File: config.mk
export PLATFORM = sky130hd
export DESIGN_NAME = sdma_top
export DESIGN_NICKNAME = d
export VERILOG_FILES = /design/src/rtl/sdma_pkg.sv /design/src/rtl/sdma_regs.sv /design/src/rtl/sdma_timer.sv /design/src/rtl/sdma_mover.sv /design/src/rtl/sdma_portmux.sv /design/src/rtl/sdma_top.sv
export SDC_FILE = /design/constraint.sdc
export NUM_CORES = 1
export LEC_CHECK = 0
export BUFFER_PORTS_ARGS = -buffer_cell sky130_fd_sc_hd__buf_2
export CAP_MARGIN = 0
export CELL_PAD_IN_SITES_DETAIL_PLACEMENT = 0
export CELL_PAD_IN_SITES_GLOBAL_PLACEMENT = 1
export CORE_MARGIN = 2
export CORE_UTILIZATION = 44
export DETAILED_ROUTE_END_ITERATION = 8
export PLACE_DENSITY_LB_ADDON = 0.15
export SLEW_MARGIN = 30
export SYNTH_ARGS = -nofsm -noshare
export SYNTH_HDL_FRONTEND = slang
export SYNTH_SLANG_ARGS = --single-unit
export TNS_END_PERCENT = 100
File: constraint.sdc
create_clock -name clk -period 4 [get_ports clk]
set_input_delay 0.4 -clock clk [delete_from_list [all_inputs] [get_ports clk]]
set_output_delay 0.4 -clock clk [all_outputs]
set_load 0.1 [all_outputs]
File: src/rtl/sdma_pkg.sv
package sdma_pkg;
  localparam logic [4:0] OFF_DRAM_BASE = 5'h00;
  localparam logic [4:0] OFF_GO_TO_DRAM = 5'h04;
  localparam logic [4:0] OFF_GO_TO_IFM = 5'h10;
  localparam logic [4:0] OFF_STATUS = 5'h18;

  localparam int XFER_BYTES = 64;
  localparam int IDX_W = $clog2(XFER_BYTES);
  localparam int STAT_BUSY_BIT = 0;
  localparam int STAT_IRQ_BIT = 12;

  typedef enum logic {
    DIR_TO_DRAM = 1'b0,
    DIR_TO_IFM = 1'b1
  } dir_t;

  typedef enum logic [1:0] {
    MV_IDLE = 2'd0,
    MV_CMD = 2'd1,
    MV_RD = 2'd2,
    MV_WR = 2'd3
  } mv_state_t;
endpackage

File: src/rtl/sdma_regs.sv
module sdma_regs
  import sdma_pkg::*;
#(
  parameter int DRAM_AW = 24,
  parameter int IF_AW = 29
) (
  input  logic               clk,
  input  logic               rst_n,
  input  logic               wr_en,
  input  logic [4:0]         wr_off,
  input  logic [31:0]        wr_data,
  input  logic [4:0]         rd_off,
  output logic [31:0]        rd_data,
  input  logic               done,
  output logic               busy,
  output logic               irq,
  output logic               start,
  output dir_t               start_dir,
  output logic [IF_AW-1:0]   start_ifm,
  output logic [DRAM_AW-1:0] dram_base
);
  logic [IF_AW-1:0] ifm_base;
  logic go_wr;
  logic ack_wr;
  logic unused_wr_bits;

  assign go_wr = wr_en && (wr_off == OFF_GO_TO_DRAM || wr_off == OFF_GO_TO_IFM);
  assign ack_wr = wr_en && (wr_off == OFF_STATUS);
  assign start = go_wr && !busy;
  assign start_dir = (wr_off == OFF_GO_TO_DRAM) ? DIR_TO_DRAM : DIR_TO_IFM;
  assign start_ifm = wr_data[IF_AW-1:0];
  assign unused_wr_bits = ^wr_data;

  always_ff @(posedge clk or negedge rst_n) begin
    if (!rst_n) begin
      dram_base <= '0;
      ifm_base <= '0;
      busy <= 1'b0;
      irq <= 1'b0;
    end else begin
      if (wr_en && wr_off == OFF_DRAM_BASE) dram_base <= wr_data[DRAM_AW-1:0];
      if (start) ifm_base <= start_ifm;
      if (start) busy <= 1'b1;
      else if (done) busy <= 1'b0;
      if (done) irq <= 1'b1;
      else if (ack_wr) irq <= 1'b0;
    end
  end

  always_comb begin
    rd_data = '0;
    case (rd_off)
      OFF_DRAM_BASE: rd_data = 32'(dram_base);
      OFF_GO_TO_DRAM: rd_data = 32'(ifm_base);
      OFF_STATUS: begin
        rd_data[STAT_BUSY_BIT] = busy;
        rd_data[STAT_IRQ_BIT] = irq;
      end
      default: rd_data = '0;
    endcase
  end


  done_in_busy_chk: assert property (@(posedge clk) disable iff (!rst_n)
    done |-> busy);

  irq_rise_chk: assert property (@(posedge clk) disable iff (!rst_n)
    $rose(irq) |-> $past(done));

  ack_clear_chk: assert property (@(posedge clk) disable iff (!rst_n)
    (ack_wr && !done) |=> !irq);

  ignore_busy_chk: assert property (@(posedge clk) disable iff (!rst_n)
    (go_wr && busy) |=> $stable(ifm_base));
endmodule

File: src/rtl/sdma_timer.sv
module sdma_timer #(
  parameter int DELAY = 40
) (
  input  logic clk,
  input  logic rst_n,
  input  logic start,
  output logic go
);
  localparam int CW = $clog2(DELAY + 1);
  logic [CW-1:0] cnt;

  always_ff @(posedge clk or negedge rst_n) begin
    if (!rst_n) cnt <= '0;
    else if (start) cnt <= CW'(DELAY);
    else if (cnt != '0) cnt <= cnt - 1'b1;
  end

  assign go = (cnt == CW'(1));


  go_once_chk: assert property (@(posedge clk) disable iff (!rst_n)
    go |=> !go);

  cnt_bound_chk: assert property (@(posedge clk) disable iff (!rst_n)
    cnt <= CW'(DELAY));
endmodule

File: src/rtl/sdma_mover.sv
module sdma_mover
  import sdma_pkg::*;
#(
  parameter int DRAM_AW = 24,
  parameter int IF_AW = 29
) (
  input  logic               clk,
  input  logic               rst_n,
  input  logic               start,
  input  dir_t               start_dir,
  input  logic [DRAM_AW-1:0] start_dram,
  input  logic [IF_AW-1:0]   start_ifm,
  input  logic               go,
  output logic               cmd_run,
  output logic               done,
  output dir_t               dir,
  output logic               rd_valid,
  input  logic               rd_ready,
  input  logic [7:0]         rd_data,
  output logic               wr_valid,
  input  logic               wr_ready,
  output logic [7:0]         wr_data,
  output logic [DRAM_AW-1:0] dram_addr,
  output logic [IF_AW-1:0]   ifm_addr
);
  localparam logic [IDX_W-1:0] LAST_IDX = IDX_W'(XFER_BYTES - 1);

  mv_state_t state;
  logic [IDX_W-1:0] idx;
  logic [DRAM_AW-1:0] dbase;
  logic [IF_AW-1:0] ibase;
  logic [7:0] byte_q;

  always_ff @(posedge clk or negedge rst_n) begin
    if (!rst_n) begin
      state <= MV_IDLE;
      idx <= '0;
      dbase <= '0;
      ibase <= '0;
      byte_q <= '0;
      dir <= DIR_TO_DRAM;
    end else begin
      if (start) begin
        dir <= start_dir;
        dbase <= start_dram;
        ibase <= start_ifm;
      end
      case (state)
        MV_IDLE: if (go) begin
          idx <= '0;
          state <= (dir == DIR_TO_DRAM) ? MV_CMD : MV_RD;
        end
        MV_CMD: state <= MV_RD;
        MV_RD: if (rd_ready) begin
          byte_q <= rd_data;
          state <= MV_WR;
        end
        MV_WR: if (wr_ready) begin
          if (idx == LAST_IDX) state <= MV_IDLE;
          else begin
            idx <= idx + 1'b1;
            state <= MV_RD;
          end
        end
        default: state <= MV_IDLE;
      endcase
    end
  end

  assign cmd_run = (state == MV_CMD);
  assign rd_valid = (state == MV_RD);
  assign wr_valid = (state == MV_WR);
  assign wr_data = byte_q;
  assign done = wr_valid && wr_ready && (idx == LAST_IDX);
  assign dram_addr = dbase + DRAM_AW'(idx);
  assign ifm_addr = ibase + IF_AW'(idx);


  cmd_pulse_chk: assert property (@(posedge clk) disable iff (!rst_n)
    cmd_run |=> (rd_valid && !cmd_run));

  cmd_dir_chk: assert property (@(posedge clk) disable iff (!rst_n)
    cmd_run |-> (dir == DIR_TO_DRAM));

  rd_hold_chk: assert property (@(posedge clk) disable iff (!rst_n)
    (rd_valid && !rd_ready) |=> (rd_valid && $stable(dram_addr) && $stable(ifm_addr)));

  wr_hold_chk: assert property (@(posedge clk) disable iff (!rst_n)
    (wr_valid && !wr_ready) |=> (wr_valid && $stable(wr_data) && $stable(dram_addr) && $stable(ifm_addr)));
endmodule

File: src/rtl/sdma_portmux.sv
module sdma_portmux
  import sdma_pkg::*;
#(
  parameter int DRAM_AW = 24,
  parameter int IF_AW = 29
) (
  input  logic               clk,
  input  logic               rst_n,
  input  dir_t               dir,
  input  logic               rd_valid,
  output logic               rd_ready,
  output logic [7:0]         rd_data,
  input  logic               wr_valid,
  output logic               wr_ready,
  input  logic [7:0]         wr_data,
  input  logic [DRAM_AW-1:0] dram_addr_in,
  input  logic [IF_AW-1:0]   ifm_addr_in,
  output logic               dram_valid,
  input  logic               dram_ready,
  output logic               dram_we,
  output logic [DRAM_AW-1:0] dram_addr,
  output logic [7:0]         dram_wdata,
  input  logic [7:0]         dram_rdata,
  output logic               ifm_valid,
  input  logic               ifm_ready,
  output logic               ifm_we,
  output logic [IF_AW-1:0]   ifm_addr,
  output logic [7:0]         ifm_wdata,
  input  logic [7:0]         ifm_rdata
);
  logic to_dram;
  assign to_dram = (dir == DIR_TO_DRAM);

  assign dram_valid = to_dram ? wr_valid : rd_valid;
  assign dram_we = to_dram;
  assign dram_addr = dram_addr_in;
  assign dram_wdata = wr_data;

  assign ifm_valid = to_dram ? rd_valid : wr_valid;
  assign ifm_we = !to_dram;
  assign ifm_addr = ifm_addr_in;
  assign ifm_wdata = wr_data;

  assign rd_ready = to_dram ? ifm_ready : dram_ready;
  assign rd_data = to_dram ? ifm_rdata : dram_rdata;
  assign wr_ready = to_dram ? dram_ready : ifm_ready;


  one_port_chk: assert property (@(posedge clk) disable iff (!rst_n)
    !(dram_valid && ifm_valid));
endmodule

File: src/rtl/sdma_top.sv
module sdma_top
  import sdma_pkg::*;
#(
  parameter int DELAY = 40,
  parameter int DRAM_AW = 24,
  parameter int IF_AW = 29
) (
  input  logic               clk,
  input  logic               rst_n,
  input  logic               reg_wr_en,
  input  logic [4:0]         reg_wr_off,
  input  logic [31:0]        reg_wr_data,
  input  logic [4:0]         reg_rd_off,
  output logic [31:0]        reg_rd_data,
  output logic               irq,
  output logic               cmd_run,
  output logic               dram_valid,
  input  logic               dram_ready,
  output logic               dram_we,
  output logic [DRAM_AW-1:0] dram_addr,
  output logic [7:0]         dram_wdata,
  input  logic [7:0]         dram_rdata,
  output logic               ifm_valid,
  input  logic               ifm_ready,
  output logic               ifm_we,
  output logic [IF_AW-1:0]   ifm_addr,
  output logic [7:0]         ifm_wdata,
  input  logic [7:0]         ifm_rdata
);
  logic busy, start, go, done;
  dir_t start_dir, dir;
  logic [IF_AW-1:0] start_ifm, mv_ifm_addr;
  logic [DRAM_AW-1:0] dram_base, mv_dram_addr;
  logic rd_valid, rd_ready, wr_valid, wr_ready;
  logic [7:0] rd_data, wr_data;

  sdma_regs #(.DRAM_AW(DRAM_AW), .IF_AW(IF_AW)) u_regs (
    .clk(clk), .rst_n(rst_n), .wr_en(reg_wr_en), .wr_off(reg_wr_off),
    .wr_data(reg_wr_data), .rd_off(reg_rd_off), .rd_data(reg_rd_data),
    .done(done), .busy(busy), .irq(irq), .start(start),
    .start_dir(start_dir), .start_ifm(start_ifm), .dram_base(dram_base)
  );

  sdma_timer #(.DELAY(DELAY)) u_timer (
    .clk(clk), .rst_n(rst_n), .start(start), .go(go)
  );

  sdma_mover #(.DRAM_AW(DRAM_AW), .IF_AW(IF_AW)) u_mover (
    .clk(clk), .rst_n(rst_n), .start(start), .start_dir(start_dir),
    .start_dram(dram_base), .start_ifm(start_ifm), .go(go),
    .cmd_run(cmd_run), .done(done), .dir(dir),
    .rd_valid(rd_valid), .rd_ready(rd_ready), .rd_data(rd_data),
    .wr_valid(wr_valid), .wr_ready(wr_ready), .wr_data(wr_data),
    .dram_addr(mv_dram_addr), .ifm_addr(mv_ifm_addr)
  );

  sdma_portmux #(.DRAM_AW(DRAM_AW), .IF_AW(IF_AW)) u_mux (
    .clk(clk), .rst_n(rst_n), .dir(dir),
    .rd_valid(rd_valid), .rd_ready(rd_ready), .rd_data(rd_data),
    .wr_valid(wr_valid), .wr_ready(wr_ready), .wr_data(wr_data),
    .dram_addr_in(mv_dram_addr), .ifm_addr_in(mv_ifm_addr),
    .dram_valid(dram_valid), .dram_ready(dram_ready), .dram_we(dram_we),
    .dram_addr(dram_addr), .dram_wdata(dram_wdata), .dram_rdata(dram_rdata),
    .ifm_valid(ifm_valid), .ifm_ready(ifm_ready), .ifm_we(ifm_we),
    .ifm_addr(ifm_addr), .ifm_wdata(ifm_wdata), .ifm_rdata(ifm_rdata)
  );


  busy_on_start_chk: assert property (@(posedge clk) disable iff (!rst_n)
    start |=> busy);

  idle_quiet_chk: assert property (@(posedge clk) disable iff (!rst_n)
    !busy |-> !(dram_valid || ifm_valid || cmd_run));
endmodule

==> Word-level counts from Yosys, hierarchy flattened <==
Index checks and enable logic that the tools add are counted.
W data, S select, Z words.
{ "totals": {"regBits": 102} }
{ "classes": {"bitwise_logic": 1, "eq_ne": 14, "addsub": 4, "muxes": 26, "reduce_logical": 19} }
{ "ops": {"columns": ["operator", "n"], "rows": [
  ["$pmux W16 S2", 1],
  ["$mux W6", 5],
  ["$add A29 B6 Y29", 1],
  ["$add A24 B6 Y24", 1],
  ["$pmux W11 S2", 1],
  ["$eq A5 B5 Y1 const B", 3],
  ["$pmux W6 S2", 1],
  ["$eq A5 B3 Y1 const B", 2],
  ["$logic_not A5 Y1", 2],
  ["$mux W2", 5],
  ["$mux W1", 9],
  ["$mux W8", 1],
  ["$ne A2 B2 Y1 const B", 4],
  ["$pmux W2 S4", 1],
  ["$reduce_bool A2 Y1", 4],
  ["$add A6 B1 Y6 const B", 1],
  ["$eq A6 B1 Y1 const B", 1],
  ["$eq A6 B6 Y1 const B", 1],
  ["$logic_and A1 B1 Y1", 6],
  ["$pmux W1 S3", 2],
  ["$reduce_bool A6 Y1", 1],
  ["$sub A6 B1 Y6 const B", 1],
  ["$eq A2 B2 Y1 const B", 2],
  ["$reduce_and A4 Y1", 1],
  ["other kinds (7)", 7]
]} }

==> Logic depth before layout (Yosys ltp) <==
{ "logic_depth": {"word_depth": 5, "depth_mapped": 7, "depth_no_buf": 6} }

==> By module <==
From an unflattened synthesis, not the netlist that was laid out.
{ "unflattened": {"hier_cells": 645, "area_unflattened_um2": 7577.3} }
{ "modules_own_cells": {"columns": ["module", "n_inst", "cells_each", "area_per_inst_um2"], "rows": [
  ["sdma_mover", 1, 326, 3832.4],
  ["sdma_regs", 1, 201, 2701.3],
  ["sdma_portmux", 1, 84, 709.4],
  ["sdma_timer", 1, 34, 334.1]
]} }

==> Worst setup path before layout <==
Ideal clock, no wire load.
{ "synth_timing": {"kind": "reg-to-output", "from": "reg u_mover.idx[5]", "to": "out dram_addr[16]", "arrival_ns": 3.213, "t_required_ns": 3.600, "stages_incl_launch_ff": 8, "setup_slack_ns": 0.387, "n_path_buf": 2, "path_cell_list": "dfrtp_1 > ha_1 > buf_1 > o2111a_1 > and4_1 > buf_2 > nand4_1 > xnor2_1"} }
{ "synth_via": {"elab_chain_len": 1} }
{ "synth_rtl": {"columns": ["element", "line_no", "source"], "rows": [
  ["from (decl)", "sdma_mover.sv:29", "logic [IDX_W-1:0] idx;"],
  ["from (signal assigned)", "sdma_mover.sv:61", "idx <= idx + 1'b1;"],
  ["$add A24 B6 Y24", "sdma_mover.sv:75", "assign dram_addr = dbase + DRAM_AW'(idx);"],
  ["to (decl)", "sdma_top.sv:20", "output logic [DRAM_AW-1:0] dram_addr,"]
]} }
No other way between the ends.

==> Worst setup path in the final report <==
{ "layout_timing": {"from": "reg u_mover.idx[0]", "to": "out ifm_addr[28]"} }
{ "layout_via": {"elab_chain_len": 1} }
{ "layout_rtl": {"columns": ["element", "line_no", "source"], "rows": [
  ["$add A29 B6 Y29", "sdma_mover.sv:76", "assign ifm_addr = ibase + IF_AW'(idx);"],
  ["to (decl)", "sdma_top.sv:26", "output logic [IF_AW-1:0] ifm_addr,"]
]} }
No other way between the ends.

==> flow_metrics.env <==
export IMPL_setup_violations=0
export IMPL_numCtsBuffers=9
export IMPL_synth_xor_area_share=0.0719
export IMPL_cts_sink_count=102
export IMPL_syn2layout_area_growth_pct=19.6
export IMPL_ys_flop_type="dfrtp_1"
export IMPL_ys_seq_elements=102
export IMPL_grt_start_max_net_pins=47
export IMPL_fillers=1317
export IMPL_synth_compound_area_share=0.0844
export IMPL_regToRegEndpoint="u_mover.idx[4]"
export IMPL_post_cts_buffers=0
export IMPL_yosysSeqAreaShare=0.419
export IMPL_met1_usage=0.277
export IMPL_r2r_start="u_mover.dir"
export IMPL_synthMuxAreaShare=0.218
export IMPL_p_leak_nw=3.83
export IMPL_grt_usage=0.215
export IMPL_num_rows=43
export IMPL_coreArea_sq_um=13700
export IMPL_synthAdderAreaFrac=0.0374
export IMPL_synth_simple_area_share=0.125
export IMPL_antenna_left=0
export IMPL_cts_tree="built"
export IMPL_netlist_cell_type_count=57
export IMPL_synth_cells=551
export IMPL_status="finished clean"
export IMPL_drt_iter0_drc=273
export IMPL_final_setup_skew_ps=10.1
export IMPL_cp_data_arrival_time_ps=3080
export IMPL_die_x_um=122
export IMPL_fmax_mhz=288
export IMPL_start_util=0.444
export IMPL_yosysWarnings=0
export IMPL_grt_ovfl_total=0
export IMPL_io_pins=170
export IMPL_busiest_layer="met2"
export IMPL_crit_type="flip-flop to output pin"
export IMPL_grt_pass1_vias=4654
export IMPL_clock_latency_ps=360
export IMPL_met3_usage=0.0613
export IMPL_layout_min_cycle_time_ps=3480
export IMPL_ir_worst_vdd_mv=0.259
export IMPL_met2_usage=0.360
export IMPL_crit_buf_inv=1
export IMPL_fin_nets=778
export IMPL_clk_path_buf_depth=2
export IMPL_first_pass_iters=4
export IMPL_synth_top_family_by_area="multiplexers"
export IMPL_syn_cell_area_sq_um=6090
export IMPL_antenna_found_initial=0
export IMPL_num_vias=4700
export IMPL_drc=0
export IMPL_drv_slew=0
export IMPL_num_antenna_cells=0
export IMPL_async_reset_ff_frac=1.00
export IMPL_wl_um=15500
export IMPL_viasPerCell=5.32
export IMPL_cts_root_buf="clkbuf_16"
export IMPL_route_detailed_wl_per_inst_um=17.6
export IMPL_cts_max_level=3
export IMPL_port_buffers=163
export IMPL_start_kind="flip-flop"
export IMPL_ctsResizeCount=0
export IMPL_cts_hold_buf=0
export IMPL_hpwl_um=11200
export IMPL_hp_class="primary input to async pin"
export IMPL_powerDensity_nw_per_um2=660
export IMPL_finalCritPeriodShare=0.869
export IMPL_drive_gt1_frac=0.387
export IMPL_crit_family="compound AO/OA/AOI/OAI gates"
export IMPL_place_gp_congestion=0.771
export IMPL_worst_pin_slew_ps=1020
export IMPL_rr_worst_depth=4
export IMPL_dieArea_sq_um=14800
export IMPL_finalHoldViolCount=0
export IMPL_cts_clk_slew_worst_paths_ps=70
export IMPL_path_cells="ha_1 -> fa_1 -> a21o_1 -> a221o_1 -> nand4_1 -> xnor2_1 -> buf_2"
export IMPL_slowest_stage="a221o_1"
export IMPL_instances_no_fill=883
export IMPL_maxCapViolCount=0
export IMPL_crit_fanout=12
export IMPL_relSlewSlack=0.317
export IMPL_synth_edf_count=0
export IMPL_required_ps=3600
export IMPL_setup_tns_ps=0
export IMPL_max_stage_delay_ps=560
export IMPL_dieHeight_um=122
export IMPL_dp_cells=867
export IMPL_grt_pass1_wl_um=24400
export IMPL_end_kind="output pin"
export IMPL_rrSetupSlack_ps=1890
export IMPL_rsz0062_at_grt="false"
export IMPL_syn_mean_instance_area_sq_um=11.1
## report_power, final
group | switching, mW | internal [mW]
clock | 0.438 | 0.437
combinational | 1.92 | 0.521
sequential | 0.249 | 1.24
total | 2.61 | 2.20
## final cells by class
class / instances / area (sq um) / share of cell area
sequential: 102 / 2550 / 0.350
clock buffer: 9 / 225 / 0.0309
inverter: 12 / 45.0 / 0.00618
clock inverter: 7 / 63.8 / 0.00875
tap: 180 / 225 / 0.0309
timing repair buffer: 172 / 898 / 0.123
multi-input combinational: 401 / 3280 / 0.450
## registers in the layout, indices dropped and copies added, names as in the netlist
| register | count |
|---|---|
| u_regs.ifm_base | 29 |
| u_mover.dbase | 24 |
| u_regs.dram_base | 24 |
| u_mover.wr_data | 8 |
| u_mover.idx | 6 |
| u_timer.cnt | 6 |
| u_mover.state | 2 |
| u_mover.dir | 1 |
| u_regs.busy | 1 |
| u_regs.irq | 1 |
## Yosys cell counts (10+ instances only)
cell,count,share of area
and3_1,14,0.014
buf_4,11,0.014
mux2_4,26,0.064
dfrtp_1,102,0.42
mux2i_1,35,0.057
nand3_1,25,0.021
ha_1,15,0.031
o2111ai_1,11,0.016
inv_1,12,0.0074
a21oi_1,23,0.019
nand2_1,17,0.010
nor2_1,41,0.025
clkbuf_1,10,0.0062
nand4_1,14,0.014
xnor2_1,42,0.060
mux2_2,52,0.096
## metrics by stage
| step | util | cell area (sq um) | hold WS, ps | setup WS, ps | power [mW] |
|---|---|---|---|---|---|
| 2_1_floorplan | - | 6100 | 104 | 387 | 3.62 |
| 3_3_place_gp | 0.509 | 6980 | 502 | 956 | 3.92 |
| 3_5_place_dp | 0.510 | 7000 | 409 | 917 | 3.96 |
| 4_1_cts | 0.531 | 7290 | 24.1 | 510 | 4.84 |
| 5_1_grt | 0.531 | 7290 | 43.2 | 413 | 5.04 |
| 6_report | 0.531 | 7290 | 13.0 | 523 | 4.81 |
## layout by cell type, fill, tap and decap left out, types with 11 or more instances in the layout
master,Yosys,routed
ha_1,15,15
a21oi_1,23,23
dfrtp_1,102,102
xnor2_1,42,42
mux2_4,26,26
mux2i_1,35,35
nand3_1,25,25
buf_2,9,162
nor2_1,41,41
nand4_1,14,14
and3_1,14,14
o2111ai_1,11,11
inv_1,12,12
nand2_1,17,17
mux2_2,52,52
## cell families after synthesis
group / Yosys count
DFF: 102
adders and majority gates: 17
buffers and inverters: 50
AOI/OAI and AO/OA: 76
and+or+nand+nor: 142
xor gates and xnor gates: 50
other: 1
muxes: 113
## how the worst max path moves through the flow
stage / start / end / slack, ps / depth (start not counted)
2_1_floorplan: u_mover.idx[5] / dram_addr[16] / 390 / 7
3_3_place_gp: u_mover.idx[0] / ifm_addr[28] / 960 / 7
3_5_place_dp: u_mover.idx[0] / ifm_addr[28] / 920 / 7
4_1_cts: u_mover.idx[0] / ifm_addr[28] / 510 / 7
5_1_grt: u_mover.idx[0] / ifm_addr[28] / 410 / 7
6_report: u_mover.idx[0] / ifm_addr[28] / 520 / 7
## metal layers
layer / vias up / part of all wire
met1: 2288 / 0.45
met3: 11 / 0.065
li1: 2276 / -
met2: 125 / 0.48
met5: - / 0
met4: 0 / 0.0097
Note: power is estimated with default switching activity, not from simulation.
